==> config.mk <==
export PLATFORM = sky130hd
export DESIGN_NAME = accum_sequencer
export DESIGN_NICKNAME = d
export VERILOG_FILES = /design/src/rtl/seq_pkg.sv /design/src/rtl/seq_datapath.sv /design/src/rtl/seq_control.sv /design/src/rtl/accum_sequencer.sv
export SDC_FILE = /design/constraint.sdc
export NUM_CORES = 1
export LEC_CHECK = 0
export ABC_AREA = 0
export BUFFER_PORTS_ARGS = -buffer_cell sky130_fd_sc_hd__clkbuf_2
export CAP_MARGIN = 20
export CORE_MARGIN = 1.5
export CORE_UTILIZATION = 40
export DETAILED_ROUTE_END_ITERATION = 8
export HOLD_SLACK_MARGIN = 0.15
export SLEW_MARGIN = 0
export SYNTH_ARGS = -nofsm -noshare
export SYNTH_HDL_FRONTEND = slang
export SYNTH_SLANG_ARGS = --single-unit
export TNS_END_PERCENT = 50
==> constraint.sdc <==
create_clock -name clk -period 3.2 [get_ports clk]
set_input_delay 0 -clock clk [delete_from_list [all_inputs] [get_ports clk]]
set_output_delay 0 -clock clk [all_outputs]
set_load 0.02 [all_outputs]
==> src/rtl/seq_pkg.sv <==
package seq_pkg;
  localparam int WORD_W = 16;
  localparam int ADDR_W = 12;
  localparam int OP_W   = 3;
  localparam int SC_W   = 3;

  typedef struct packed {
    logic arFromPc;
    logic arFromIr;
    logic arFromMem;
    logic arInc;
    logic pcInc;
    logic pcFromAr;
    logic irLoad;
    logic indLoad;
    logic drFromMem;
    logic drInc;
    logic acAnd;
    logic acAdd;
    logic acLoad;
    logic wrAc;
    logic wrPc;
    logic wrDr;
  } seqCtl_t;
endpackage

==> src/rtl/seq_datapath.sv <==
module seq_datapath
  import seq_pkg::*;
#(
  parameter int DW = WORD_W,
  parameter int AW = ADDR_W
) (
  input  logic          clk,
  input  logic          rstN,
  input  seqCtl_t       ctl,
  input  logic [DW-1:0] memRdata,
  output logic [AW-1:0] memAddr,
  output logic [DW-1:0] memWdata,
  output logic          memWe,
  output logic [OP_W-1:0] opcode,
  output logic          indFlag,
  output logic [AW:0]   xOp,
  output logic          drZero,
  output logic [AW-1:0] pc,
  output logic [DW-1:0] ac,
  output logic          e
);
  localparam int PAD_W = DW - AW;

  logic [AW-1:0] ar, arNext;
  logic [DW-1:0] ir, dr;
  logic [DW:0]   sum;

  always_comb begin
    arNext = ar;
    if (ctl.arFromPc)       arNext = pc;
    else if (ctl.arFromIr)  arNext = ir[AW-1:0];
    else if (ctl.arFromMem) arNext = memRdata[AW-1:0];
    else if (ctl.arInc)     arNext = ar + 1'b1;
  end

  assign memWe   = ctl.wrAc | ctl.wrPc | ctl.wrDr;
  assign memAddr = memWe ? ar : arNext;

  always_comb begin
    memWdata = dr;
    if (ctl.wrAc)      memWdata = ac;
    else if (ctl.wrPc) memWdata = {{PAD_W{1'b0}}, pc};
  end

  assign sum    = {1'b0, ac} + {1'b0, dr};
  assign opcode = ir[DW-2 -: OP_W];
  assign xOp    = {indFlag, ir[AW-1:0]};
  assign drZero = (dr == '0);

  always_ff @(posedge clk or negedge rstN) begin
    if (!rstN) begin
      ar <= '0; pc <= '0; ir <= '0; dr <= '0;
      ac <= '0; e <= 1'b0; indFlag <= 1'b0;
    end else begin
      ar <= arNext;
      if (ctl.pcFromAr)   pc <= ar;
      else if (ctl.pcInc) pc <= pc + 1'b1;
      if (ctl.irLoad)  ir <= memRdata;
      if (ctl.indLoad) indFlag <= ir[DW-1];
      if (ctl.drFromMem)  dr <= memRdata;
      else if (ctl.drInc) dr <= dr + 1'b1;
      if (ctl.acAnd)       ac <= ac & dr;
      else if (ctl.acLoad) ac <= dr;
      else if (ctl.acAdd) begin
        ac <= sum[DW-1:0];
        e  <= sum[DW];
      end
    end
  end

  // never two write sources at once
  assert_one_write_R5: assert property (@(posedge clk) disable iff (!rstN)
    $onehot0({ctl.wrAc, ctl.wrPc, ctl.wrDr}));

  // writing back a zero count always skips
  assert_isz_skip_R7: assert property (@(posedge clk) disable iff (!rstN)
    (ctl.wrDr && dr == '0) |=> (pc == $past(pc) + 1'b1));

  // the return-address store moves AR one word on
  assert_bsa_step_R6: assert property (@(posedge clk) disable iff (!rstN)
    ctl.wrPc |=> (ar == $past(ar) + 1'b1));
endmodule

==> src/rtl/seq_control.sv <==
module seq_control
  import seq_pkg::*;
#(
  parameter int NUM_T = 7
) (
  input  logic            clk,
  input  logic            rstN,
  input  logic            goReq,
  input  logic [OP_W-1:0] opcode,
  input  logic            indFlag,
  input  logic            drZero,
  input  logic            xDone,
  input  logic            xSkip,
  input  logic            xHalt,
  output seqCtl_t         ctl,
  output logic            xReq,
  output logic            run
);
  localparam int NUM_OP = 1 << OP_W;

  logic [SC_W-1:0]   sc;
  logic [NUM_T-1:0]  tState;
  logic [NUM_OP-1:0] opDec;
  logic adv, clr, haltNow;

  for (genvar g = 0; g < NUM_T; g++) begin : gTime
    assign tState[g] = (sc == SC_W'(g));
  end
  for (genvar g = 0; g < NUM_OP; g++) begin : gOp
    assign opDec[g] = (opcode == OP_W'(g));
  end

  always_comb begin
    ctl = '0; adv = 1'b0; clr = 1'b0; xReq = 1'b0; haltNow = 1'b0;
    if (run) begin
      if (tState[0]) begin ctl.arFromPc = 1'b1; adv = 1'b1; end
      if (tState[1]) begin ctl.irLoad = 1'b1; ctl.pcInc = 1'b1; adv = 1'b1; end
      if (tState[2]) begin ctl.arFromIr = 1'b1; ctl.indLoad = 1'b1; adv = 1'b1; end
      if (tState[3]) begin
        if (opDec[7]) begin
          xReq = 1'b1;
          if (xDone) begin
            ctl.pcInc = xSkip; haltNow = xHalt; clr = 1'b1;
          end
        end else begin
          ctl.arFromMem = indFlag; adv = 1'b1;
        end
      end
      if (tState[4]) begin
        if (opDec[0] | opDec[1] | opDec[2] | opDec[6]) begin ctl.drFromMem = 1'b1; adv = 1'b1; end
        if (opDec[3]) begin ctl.wrAc = 1'b1; clr = 1'b1; end
        if (opDec[4]) begin ctl.pcFromAr = 1'b1; clr = 1'b1; end
        if (opDec[5]) begin ctl.wrPc = 1'b1; ctl.arInc = 1'b1; adv = 1'b1; end
      end
      if (tState[5]) begin
        if (opDec[0]) begin ctl.acAnd = 1'b1; clr = 1'b1; end
        if (opDec[1]) begin ctl.acAdd = 1'b1; clr = 1'b1; end
        if (opDec[2]) begin ctl.acLoad = 1'b1; clr = 1'b1; end
        if (opDec[5]) begin ctl.pcFromAr = 1'b1; clr = 1'b1; end
        if (opDec[6]) begin ctl.drInc = 1'b1; adv = 1'b1; end
      end
      if (tState[6]) begin
        ctl.wrDr = 1'b1; ctl.pcInc = drZero; clr = 1'b1;
      end
    end
  end

  always_ff @(posedge clk or negedge rstN) begin
    if (!rstN) begin
      sc  <= '0;
      run <= 1'b1;
    end else begin
      if (clr)      sc <= '0;
      else if (adv) sc <= sc + 1'b1;
      if (goReq)        run <= 1'b1;
      else if (haltNow) run <= 1'b0;
    end
  end

  // counter stays inside the seven timing states
  assert_sc_bound_R10: assert property (@(posedge clk) disable iff (!rstN)
    sc <= SC_W'(NUM_T - 1));

  // halted sequencer does not move
  assert_halt_freeze_R9: assert property (@(posedge clk) disable iff (!rstN)
    (!run && !goReq) |=> $stable(sc));

  // an unanswered request keeps waiting in the same state
  assert_xwait_R8: assert property (@(posedge clk) disable iff (!rstN)
    (xReq && !xDone) |=> (xReq && $stable(sc)));

  // every instruction starts by copying PC to AR
  assert_fetch_start_R2: assert property (@(posedge clk) disable iff (!rstN)
    (run && sc == '0) |-> ctl.arFromPc);
endmodule

==> src/rtl/accum_sequencer.sv <==
module accum_sequencer
  import seq_pkg::*;
#(
  parameter int DW = WORD_W,
  parameter int AW = ADDR_W
) (
  input  logic          clk,
  input  logic          rstN,
  input  logic          goReq,
  output logic          runOut,
  output logic [AW-1:0] memAddr,
  output logic [DW-1:0] memWdata,
  output logic          memWe,
  input  logic [DW-1:0] memRdata,
  output logic          xReq,
  output logic [AW:0]   xOp,
  input  logic          xDone,
  input  logic          xSkip,
  input  logic          xHalt,
  output logic [AW-1:0] pcOut,
  output logic [DW-1:0] acOut,
  output logic          eOut
);
  seqCtl_t         ctl;
  logic [OP_W-1:0] opcode;
  logic            indFlag, drZero;

  seq_control u_ctrl (
    .clk(clk), .rstN(rstN), .goReq(goReq), .opcode(opcode), .indFlag(indFlag),
    .drZero(drZero), .xDone(xDone), .xSkip(xSkip), .xHalt(xHalt),
    .ctl(ctl), .xReq(xReq), .run(runOut)
  );

  seq_datapath #(.DW(DW), .AW(AW)) u_dp (
    .clk(clk), .rstN(rstN), .ctl(ctl), .memRdata(memRdata),
    .memAddr(memAddr), .memWdata(memWdata), .memWe(memWe),
    .opcode(opcode), .indFlag(indFlag), .xOp(xOp), .drZero(drZero),
    .pc(pcOut), .ac(acOut), .e(eOut)
  );
endmodule

Yosys cells after proc, flatten, opt, wreduce, memory -nomap -nowiden
Index checks and enable logic that the tools add are counted.

storage, ports and cells
  register bits = 78
  input port bits = 22
  output and inout port bits = 73
  logic and storage cells = 118

operators by class
  add/subtract/negate cells = 5
  eq/ne operators = 13
  mux-type cells = 74
  bitwise logic cells = 8
  reduce and logical (&&, ||, !) cells = 9

operator list
  operator                                                         count
  16-bit 2-to-1 mux                                                8
  12-bit 2-to-1 mux                                                7
  1-bit 2-to-1 mux                                                 55
  12-bit by 1-bit adder with 12-bit output, second input constant  2
  3-bit == test, second input constant                             7
  16-bit by 16-bit adder with 17-bit output                        1
  16-bit by 1-bit adder with 16-bit output, second input constant  1
  16-bit bitwise AND                                               1
  16-bit logical NOT                                               1
  3-bit by 2-bit == test with 1-bit output, second input constant  4
  2-bit nonzero test                                               4
  3-bit by 1-bit == test with 1-bit output, second input constant  2
  3-bit logical NOT                                                2
  3-bit 2-to-1 mux                                                 2
  1-bit OR                                                         5
  4-bit 2-to-1 mux                                                 1
  3-bit by 1-bit adder with 3-bit output, second input constant    1
  3-bit AND reduction                                              1
  3-bit nonzero test                                               1
  2-bit 2-to-1 mux                                                 1
  1-bit NOT                                                        2

Depth between registers and ports, before layout
Gate-level depths: netlist of the first run.

  depth in word-level cells = 14
  gate-level depth with buffers = 10
  depth with buffers taken out = 10

Modules after synthesis
Synthesis of the first run repeated with hierarchy kept, for this count alone.

unflattened totals
  cells, all modules = 722
  area total of the unflattened synthesis = 6002.0 um2

by module, submodules not included
  module        times used  cells each  area an instance (um2)  sequential area each (um2)
  seq_datapath  1           642         5412.7                  1851.8
  seq_control   1           80          589.3                   101.3

Worst setup path before layout of the first run
Ideal clock, no wire load.

  kind = reg2reg
  from = reg u_dp.ac[7]
  to = reg u_dp.e
  library setup time = 136 ps
  arrival time = 2354 ps
  required time = 3064 ps
  slack = 711 ps
  cell stages (with the launch flop) = 9
  path buffers = 0
  period minus slack after synthesis = 2489 ps
  cell sequence = dfrtp_1 ha_1 a211o_1 o211ai_1 nor3b_1 o21ai_0 a221o_1 a2111oi_0 nor3_1

on the way
  word-level cells in the longest chain between the ends = 1

RTL lines
  item                                       RTL line            source
  start: declaration                         seq_datapath.sv:19  output logic [DW-1:0] ac,
  start signal: assignment                   seq_datapath.sv:62  if (ctl.acAnd) ac <= ac & dr;
  start signal: assignment                   seq_datapath.sv:63  else if (ctl.acLoad) ac <= dr;
  start signal: assignment                   seq_datapath.sv:65  ac <= sum[DW-1:0];
  16-bit by 16-bit adder with 17-bit output  seq_datapath.sv:45  assign sum = {1'b0, ac} + {1'b0, dr};
  end signal: assignment                     seq_datapath.sv:66  e <= sum[DW];
  end: declaration                           seq_datapath.sv:20  output logic e

Every way passes these cells.
A chain may end at the register's enable or synchronous reset.

Worst setup path in the final report of the first run
  from = reg u_ctrl.sc[0]
  to = out memAddr[8]

on the way
  word-level cells in the longest chain between the ends = 8
  elaborated cells between the ends (all ways) = 19
  classes of those cells = 4 x eq/ne; 12 x mux; 2 x bitwise; 1 x reduce/logical

RTL lines
  item                      RTL line               source
  start: declaration        seq_control.sv:21      logic [SC_W-1:0] sc;
  start signal: assignment  seq_control.sv:74      else if (adv) sc <= sc + 1'b1;
  3-bit == test             seq_control.sv:27      assign tState[g] = (sc == SC_W'(g));
  1-bit 2-to-1 mux          seq_control.sv:49      if (tState[4]) begin
  16-bit 2-to-1 mux (*)     seq_control.sv:35      if (run) begin
  12-bit 2-to-1 mux         seq_datapath.sv:33     else if (ctl.arInc) arNext = ar + 1'b1;
  12-bit 2-to-1 mux         seq_datapath.sv:32     else if (ctl.arFromMem) arNext = memRdata[AW-1:0];
  12-bit 2-to-1 mux         seq_datapath.sv:31     else if (ctl.arFromIr) arNext = ir[AW-1:0];
  12-bit 2-to-1 mux (*)     seq_datapath.sv:30     if (ctl.arFromPc) arNext = pc;
  named net u_dp.arNext[8]  seq_datapath.sv:24     logic [AW-1:0] ar, arNext;
  12-bit 2-to-1 mux (*)     seq_datapath.sv:37     assign memAddr = memWe ? ar : arNext;
  end: declaration          accum_sequencer.sv:11  output logic [AW-1:0] memAddr,

Mark *: on every way through the listed nets, which the timed path passes. The rest lies on a longest branch.

==> results by group, run 1 <==
Critical path
  – Worst r2r src: u_dp.dr[6]$_DFFE_PN0P_
  – CP required: 3200 ps
  – Startpoint type of the worst setup path: register
  – Crit Path Class: reg2out
  – Crit. Startpoint: u_ctrl.sc[0]$_DFFE_PN0P_
  – Critical path capture point type: output pin
  – Worst path arrival time: 2970 ps
  – Crit path max fanout: 7

Power and ir drop
  – PwrDens: 321.0 nW/um2
  – Peak VDD IR: 0.0002259 V
  – Pleak: 3.058 nW

Synth
  – Post-synth ARST share: 100.0%
  – Largest family of logic cells by synthesized area: compound AO/OA/AOI/OAI gates
  – Adder-Cell Fraction of Synth Area: 5.504%
  – Post-Synth Simple-Gate Area: 22.18%
  – Synth Register Bits: 78
  – Syn Std Cell Area: 6047 um2
  – Gate count after technology mapping: 741
  – Mean post-synth cell area: 8.161 um2
  – Warnings from Yosys: 0
  – Number of synthesized flops with an enable pin: 0
  – Dominant synthesized flop cell: dfrtp_1
  – Compound-Gate Fraction of Synth Area: 22.24%
  – Sequential area share after synthesis: 32.30%
  – Post-synthesis mux area share: 7.821%
  – Mapped Nets: 789
  – Post-synthesis cell type count: 72
  – Synth Area in XOR/XNOR: 4.635%

Placement
  – Final Wtd Congestion: 0.8968
  – IO buf count: 94
  – Hpwl dp: 15.05 mm
  – Placed Cells: 992
  – Dpl cell area: 6683 um2

Status
  – Status: complete, no violations

Clocking
  – Clk_lat worst skew: 350 ps
  – Clock sink count: 78
  – CTS Buffer Depth: 2
  – Root Driver: clkbuf_16
  – H-tree depth: 3
  – Post CTS Setup Buffer Count: 0
  – Clk slew on worst S/H paths: 60 ps
  – TritonCTS clock tree: done
  – Inserted Clock Buffers: 9

STA
  – Fmax: 336.5 MHz
  – Period minus WS final: 2971 ps
  – Slew at the pin with the worst max-slew slack: 892.8 ps
  – Period utilization: 92.86%
  – Clock Skews: 10.25 ps
  – # setup viols final: 0
  – Fin Setup TNS: 0 ps
  – RSZ-0062 raised after global routing: false
  – Endpoints failing hold: 0
  – Worst slew margin: 40.26%
  – Fin. max-slew vios: 0

Global route
  – First-pass GRT wire length: 32.13 mm
  – Vias in the first global route: 5738
  – Pin count of the biggest net entering global routing: 79
  – Initial antenna violation count: 0
  – GRT overflow: 0
  – Overall Global Routing Usage: 26.17%

Finish
  – Final Core Density: 49.51%
  – Seq. cell area: 1953 um2
  – Design area: 7251 um2
  – Filler cells: 1418
  – Nets: 888
  – N_diodes: 0
  – Fraction of layout cells with a size suffix above 1: 21.30%
  – Non-filler cells in the finished layout: 1029
  – Area of the multi-input gates: 3791 um2
  – Area grow syn2layout: 19.90%

Floorplanning
  – I/O pin total: 95
  – Die Footprint: 15860 um2
  – Chip Height: 126.0 um
  – Row Count: 44
  – Area of the core: 14640 um2
  – Starting Density: 41.29%
  – Die X: 126.0 um

Detailed routing
  – Final WL: 20.49 mm
  – Wire per inst: 19.91 um
  – Drt first pass iters: 7
  – Starting DRT DRC Count: 651
  – Vias post-DR: 6098
  – ANT nets after route: 0
  – Residual DRC count: 0
  – Vias per inst: 5.926

Worst hold path
  – Hold path start: xDone
  – Worst Hold Class: in2reg

Job
  – Max-cap violations: 0
-- cells by family after synthesis --
group / Yosys count
AND/OR/NAND/NOR: 277
AO/OA/AOI/OAI: 216
flip-flops: 78
buffers and inverters: 68
multiplexers: 44
XOR/XNOR: 32
adder cells (fa/ha/maj): 26
-- routing by layer --
metal / vias up / global-route usage, % / part of all wire, %
met2: 250 / 38.69 / 44
met1: 2920 / 38.47 / 47
met5: - / 0 / 0
li1: 2893 / - / -
met4: 0 / 9.939 / 2.8
met3: 35 / 3.993 / 6.5
-- worst max-delay path: stages (launching register included) --
cell and delay, ps:
dfrtp_1 400, inv_1 120, ha_2 250, nand2_1 170
nor2_4 160, nand3_1 110, or4_1 490, a311o_1 380
a31oi_2 200, mux2_1 160, clkbuf_2 160
-- cell usage in the layout (no fill, tap or decap), types with 18 or more instances in the layout --
cell and count:
dfrtp_1 77, xnor2_1 18, o21ai_0 75, buf_4 25
nand2_1 111, ha_1 24, mux2i_1 18, mux2_2 25
dlygate4sd3_1 20, a21oi_1 50, clkbuf_2 93, nor2_1 63
-- synth_stat cells, types with 11 or more instances --
| cell | instances | area [um2] |
|---|---|---|
| and3_1 | 11 | 68.82 |
| nand2_1 | 111 | 416.7 |
| nor2_1 | 63 | 236.5 |
| nand3_1 | 17 | 85.08 |
| o21ai_0 | 75 | 375.4 |
| xnor2_1 | 18 | 157.7 |
| nor3_1 | 17 | 85.08 |
| mux2i_1 | 18 | 180.2 |
| ha_1 | 25 | 312.8 |
| xor2_1 | 14 | 122.6 |
| a22oi_1 | 11 | 82.58 |
| clkbuf_1 | 28 | 105.1 |
| buf_4 | 14 | 105.1 |
| dfrtp_1 | 77 | 1927 |
| inv_1 | 17 | 63.81 |
| a21oi_1 | 50 | 250.2 |
| mux2_2 | 25 | 281.5 |
-- report_power, final --
part,internal [mW],switching [mW]
Combinational,0.0549,0.0852
Sequential,0.997,0.0151
Clock,0.711,0.465
Total,1.76,0.565
-- worst paths after layout --
kind,to,slack [ps],cells after the start
worst max register to register,u_dp.e$_DFFE_PN0P_,360,8
worst min-delay path,u_ctrl.sc[0]$_DFFE_PN0P_,250,5
max in group asynchronous,u_dp.pc[3]$_DFFE_PN0P_,1970,4
worst min register to register,u_dp.indFlag$_DFFE_PN0P_,520,2
min in group asynchronous,u_ctrl.sc[2]$_DFFE_PN0P_,630,3
worst max-delay path,memAddr[8],230,10
-- flip-flops by register name, summed over array words and instances, names as in the netlist --
| signal | cells |
|---|---|
| u_ctrl.run | 1 |
| u_dp.pc | 12 |
| u_dp.ac | 16 |
| u_dp.indFlag | 1 |
| u_dp.ar | 12 |
| u_dp.e | 1 |
| u_ctrl.sc | 3 |
| u_dp.dr | 16 |
| u_dp.ir | 16 |
-- metrics by stage --
step / total power [mW] / hold slack [ps] / worst slack [ps]
final: 2.327 / 251.9 / 228.5
after CTS: 2.339 / 231.6 / 170.5
after global routing: 2.394 / 295.9 / 48.28
after global placement: 1.147 / 210.4 / 554.8
after detailed placement: 1.150 / 200.9 / 419.6
after floorplan: 1.089 / -295.6 / 710.6
-- final cells by class --
class	instances	share of cell area [%]
Multi-Input combinational cell	595	52.29
Sequential cell	78	26.94
Timing Repair Buffer	139	12.15
Clock buffer	10	3.296
Tap cell	184	3.175
Clock inverter	6	1.277
Inverter	17	0.8801
-- timing repair --
| action | 4_1_cts | 5_1_grt |
|---|---|---|
| endpoints found under the hold margin | 115 | 22 |
| gates resized for setup | 0 | 2 |
| hold buffers | 19 | 1 |
| endpoints found under the setup margin | 0 | 2 |
(Power assumes the default switching activity.)
==> run 2, diff against run 1 <==
--- a/config.mk
+++ b/config.mk
@@ -8,11 +8,15 @@
 export ABC_AREA = 0
 export BUFFER_PORTS_ARGS = -buffer_cell sky130_fd_sc_hd__clkbuf_2
 export CAP_MARGIN = 20
+export CELL_PAD_IN_SITES_DETAIL_PLACEMENT = 0
+export CELL_PAD_IN_SITES_GLOBAL_PLACEMENT = 1
 export CORE_MARGIN = 1.5
 export CORE_UTILIZATION = 40
+export CTS_CLUSTER_SIZE = 16
 export DETAILED_ROUTE_END_ITERATION = 8
 export HOLD_SLACK_MARGIN = 0.15
-export SLEW_MARGIN = 0
+export PLACE_DENSITY_LB_ADDON = 0.1
+export SLEW_MARGIN = 10
 export SYNTH_ARGS = -nofsm -noshare
 export SYNTH_HDL_FRONTEND = slang
 export SYNTH_SLANG_ARGS = --single-unit
==> results by group, run 2 (synthesis results as in run 1) <==
Critical path
  – Crit Path Class: reg2out
  – Critical Path Slowest Stage Cell: or4_1
  – Worst Path Buf+Inv: 2
  – Worst path arrival time: 2980 ps
  – Critical path capture point type: output pin
  – Top Family by Delay on Critical Path: simple AND/OR/NAND/NOR gates
  – Startpoint type of the worst setup path: register
  – Crit path max fanout: 7
  – CP required: 3200 ps
  – Slowest Stage Delay on Critical Path: 490 ps
  – Crit path cell chain: inv_1 -> ha_2 -> nand2_1 -> nor2_4 -> nand3_1 -> or4_1 -> a311o_1 -> a31oi_2 -> mux2_1 -> clkbuf_2

STA
  – Fin. max-slew vios: 0
  – Endpoints failing hold: 0
  – Clock Skews: 7.989 ps
  – Fmax: 335.5 MHz
  – Period minus WS final: 2981 ps
  – Period utilization: 93.15%
  – Fin Setup TNS: 0 ps
  – Worst slew margin: 45.01%
  – Worst Hold Slack: 245.3 ps
  – RSZ-0062 raised after global routing: false
  – # setup viols final: 0
  – Slew at the pin with the worst max-slew slack: 824.9 ps

Clocking
  – Root Driver: clkbuf_16
  – Clock sink count: 78
  – TritonCTS clock tree: done
  – CTS Buffer Depth: 2
  – Inserted Clock Buffers: 9
  – Clk slew on worst S/H paths: 70 ps
  – H-tree depth: 3
  – Clk_lat worst skew: 360 ps

Finish
  – Largest regs: u_dp.ac (16), u_dp.dr (16), u_dp.ir (16)
  – Nets: 895
  – Most common cell after layout, fill and taps aside: nand2_1
  – Most frequent cells in the layout: nand2_1 (111), clkbuf_2 (93), dfrtp_1 (77)
  – Fraction of layout cells with a size suffix above 1: 22.07%
  – Filler cells: 1500
  – N_diodes: 0
  – Area grow syn2layout: 20.01%

Job
  – Max-cap violations: 0

Detailed routing
  – Vias per inst: 5.999
  – Starting DRT DRC Count: 637
  – Drt first pass iters: 8
  – ANT nets after route: 0
  – Vias post-DR: 6215
  – Residual DRC count: 10
  – Final WL: 21.80 mm
  – Wire per inst: 21.05 um

Global route
  – GRT overflow: 0
  – Pin count of the biggest net entering global routing: 57
  – Vias in the first global route: 5554
  – Overall Global Routing Usage: 27.48%
  – First-pass GRT wire length: 33.28 mm
  – Initial antenna violation count: 0

Worst hold path
  – Worst Hold Class: in2async

Placement
  – IO buf count: 94
  – Hpwl dp: 16.13 mm
  – Final Wtd Congestion: 0.8952

Floorplanning
  – Row Count: 44
  – Die Footprint: 15860 um2
  – Area of the core: 14640 um2
  – Starting Density: 41.29%
  – I/O pin total: 95
  – Die X: 126.0 um
  – Chip Height: 126.0 um

Power and ir drop
  – Pleak: 3.066 nW
  – PwrDens: 310.7 nW/um2
  – Peak VDD IR: 0.0002190 V

Status
  – Status: finished, violations left
  – Failing checks: design-rule violations
[run 2: path summary, 6_finish.rpt]
kind	startpoint	to	slack, ps	cells after the start
worst max-delay path	u_ctrl.sc[0]$_DFFE_PN0P_	memAddr[8]	220	10
worst min-delay path	rstN	u_dp.ac[11]$_DFFE_PN0P_	250	2
worst max register to register	u_dp.dr[6]$_DFFE_PN0P_	u_dp.e$_DFFE_PN0P_	420	8
worst min register to register	u_dp.ir[15]$_DFFE_PN0P_	u_dp.indFlag$_DFFE_PN0P_	480	2
max in group asynchronous	rstN	u_ctrl.run$_DFFE_PN1P_	2070	3
min in group clk	xDone	u_ctrl.sc[0]$_DFFE_PN0P_	250	5
[run 2: metal layers]
metal,routed length [um],track usage (%),part of all wire [%]
met3,1637,4.630,7.5
met2,9245,39.66,42
met4,351,6.897,1.6
met5,0,0,0
met1,10570,42.31,48
[run 2: final cells by class]
class | instances | area, um2 | share of cell area (%)
Sequential cell | 78 | 1953 | 26.91
Multi-Input combinational cell | 595 | 3792 | 52.26
Tap cell | 184 | 230.2 | 3.172
Timing Repair Buffer | 146 | 910.9 | 12.55
Inverter | 17 | 63.81 | 0.8793
Clock buffer | 9 | 225.2 | 3.103
Clock inverter | 7 | 81.33 | 1.121
[run 2: power breakdown]
part           internal (mW)  leakage, nW  switching, mW  total [mW]
Clock                  0.616        0.141          0.484        1.10
Combinational         0.0530         2.07         0.0898       0.143
Sequential             0.996        0.854         0.0158        1.01
[run 2: through the flow]
step | power [mW] | cell area, um2 | worst slack, ps | utilization (%) | instances
detailed placement | 1.157 | 6715 | 514.0 | 45.86 | 997
global placement | 1.155 | 6715 | 551.9 | 45.86 | 997
finish | 2.255 | 7257 | 219.1 | 49.56 | 1036
global route | 2.331 | 7257 | 46.63 | 49.56 | 1036
floorplan | 1.089 | 6047 | 710.6 | - | 741
CTS | 2.274 | 7212 | 158.7 | 49.25 | 1032
[run 2: what timing repair did]
| action | in CTS | in global routing |
|---|---|---|
| endpoints found under the setup margin | 0 | 7 |
| endpoints found under the hold margin | 91 | 0 |
| hold buffers | 19 | 0 |
| buffers inserted | 0 | 4 |
| resized for setup | 0 | 3 |
==> run 3, diff against run 2 <==
--- a/config.mk
+++ b/config.mk
@@ -11,7 +11,7 @@
 export CELL_PAD_IN_SITES_DETAIL_PLACEMENT = 0
 export CELL_PAD_IN_SITES_GLOBAL_PLACEMENT = 1
 export CORE_MARGIN = 1.5
-export CORE_UTILIZATION = 40
+export CORE_UTILIZATION = 43
 export CTS_CLUSTER_SIZE = 16
 export DETAILED_ROUTE_END_ITERATION = 8
 export HOLD_SLACK_MARGIN = 0.15
==> results by group, run 3 (synthesis results as in run 1) <==
Status
  – Status: complete, no violations

Critical path
  – Worst r2r path cells: 9
  – Startpoint type of the worst setup path: register
  – Critical path capture point type: output pin
  – CP Capture Point: memAddr[8]
  – Crit Path Class: reg2out
  – CP required: 3200 ps
  – Crit path max fanout: 7
  – R2R setup slack: 450 ps
  – Crit. Startpoint: u_ctrl.sc[0]$_DFFE_PN0P_
  – Worst R2R End: u_dp.pc[11]$_DFFE_PN0P_
  – Worst path arrival time: 2980 ps
  – Worst r2r src: u_ctrl.sc[2]$_DFFE_PN0P_

Finish
  – Most common cell after layout, fill and taps aside: nand2_1
  – Largest regs: u_dp.ac (16), u_dp.dr (16), u_dp.ir (16)
  – Filler cells: 1329
  – Fraction of layout cells with a size suffix above 1: 21.45%
  – Nets: 887
  – Area grow syn2layout: 19.26%
  – N_diodes: 0
  – Most frequent cells in the layout: nand2_1 (110), clkbuf_2 (93), dfrtp_1 (77)
  – Design area: 7212 um2

Floorplanning
  – Die X: 121.6 um
  – Row Count: 43
  – Die Footprint: 14780 um2
  – Starting Density: 43.73%
  – Chip Height: 121.6 um
  – Area of the core: 13830 um2
  – I/O pin total: 95

Job
  – Max-cap violations: 0

Detailed routing
  – Residual DRC count: 0
  – Final WL: 20.80 mm
  – Vias post-DR: 6077
  – ANT nets after route: 0
  – Wire per inst: 20.31 um
  – Starting DRT DRC Count: 417
  – Vias per inst: 5.935
  – Drt first pass iters: 5

Global route
  – Overall Global Routing Usage: 28.68%
  – GRT met3 Usage: 5.431%
  – Vias in the first global route: 5480
  – Initial antenna violation count: 0
  – GR Layer Usage met1: 43.26%
  – Pin count of the biggest net entering global routing: 79
  – Met2 GRT Util: 42.06%
  – GRT overflow: 0
  – Global route hottest layer: met1
  – First-pass GRT wire length: 31.86 mm

Clocking
  – Root Driver: clkbuf_16
  – Inserted Clock Buffers: 9
  – Clock sink count: 78
  – H-tree depth: 3
  – CTS Buffer Depth: 2
  – Clk_lat worst skew: 350 ps
  – TritonCTS clock tree: done
  – Clk slew on worst S/H paths: 60 ps
  – Post CTS Setup Buffer Count: 0

STA
  – Fin Setup TNS: 0 ps
  – # setup viols final: 0
  – Fin. max-slew vios: 0
  – Fmax: 335.7 MHz
  – Worst slew margin: 54.37%
  – Endpoints failing hold: 0
  – Period utilization: 93.09%
  – Period minus WS final: 2979 ps
  – Slew at the pin with the worst max-slew slack: 681.9 ps
  – RSZ-0062 raised after global routing: false
  – Clock Skews: 9.718 ps

Placement
  – Final Wtd Congestion: 0.9405
  – Hpwl dp: 15.16 mm
  – Dpl cell area: 6678 um2
  – IO buf count: 94

Power and ir drop
  – Design Power: 2.247 mW
  – Peak VDD IR: 0.0002209 V
  – PwrDens: 311.5 nW/um2
  – Pleak: 3.052 nW

Worst hold path
  – Worst Hold Class: in2async
## run 3: worst max-delay path, cell delays in order (launching register included)
cell and delay, ps:
dfrtp_1 400, inv_1 120, ha_1 280, nand2_2 160
nor2_4 140, nand3_1 100, or4_1 490, a311o_1 380
a31oi_2 210, mux2_1 180, clkbuf_2 170
## run 3: routing by layer
layer	vias up	share of wire, %
li1	2899	-
met1	2948	48
met2	211	44
met3	19	6.0
met4	0	1.7
met5	-	0
## run 3: through the flow
stage	worst slack, ps	utilization, %	hold slack, ps	std cells
2_1_floorplan	710.6	-	-295.6	741
3_3_place_gp	590.1	48.29	204.3	988
3_5_place_dp	519.9	48.29	201.5	988
4_1_cts	186.2	51.90	241.3	1023
5_1_grt	54.24	52.16	223.1	1024
6_report	221.2	52.16	175.9	1024
## run 3: where the power goes
part	switching, mW	internal, mW	leakage [nW]
sequential	0.0159	0.997	0.854
combinational	0.0867	0.0533	2.04
clock	0.462	0.632	0.153
## run 3: worst min path at each step
stage / from / to / slack, ps / cells after the start
4_1_cts: xDone / u_ctrl.sc[0]$_DFFE_PN0P_ / 240 / 5
2_1_floorplan: rstN / u_ctrl.sc[0]$_DFFE_PN0P_ / -300 / 0
5_1_grt: rstN / u_dp.ac[11]$_DFFE_PN0P_ / 220 / 2
3_5_place_dp: goReq / u_ctrl.run$_DFFE_PN1P_ / 200 / 2
6_report: rstN / u_dp.ac[11]$_DFFE_PN0P_ / 180 / 2
3_3_place_gp: goReq / u_ctrl.run$_DFFE_PN1P_ / 200 / 2
## run 3: timing repair
action | CTS | global route
hold buffers | 19 | 0
resized for setup | 0 | 3
hold endpoints to repair | 113 | 0
setup endpoints to repair | 0 | 2
## run 3: area by class of cell
type                    instances  area, um2  area share, %
clock buffers                  10      239.0          3.314
clock inverters                 6      70.07         0.9715
inverters                      17      63.81         0.8848
multi-input cells             595       3797          52.65
flip-flops and latches         78       1953          27.08
well taps                     180      225.2          3.123
repair buffers                138      863.3          11.97
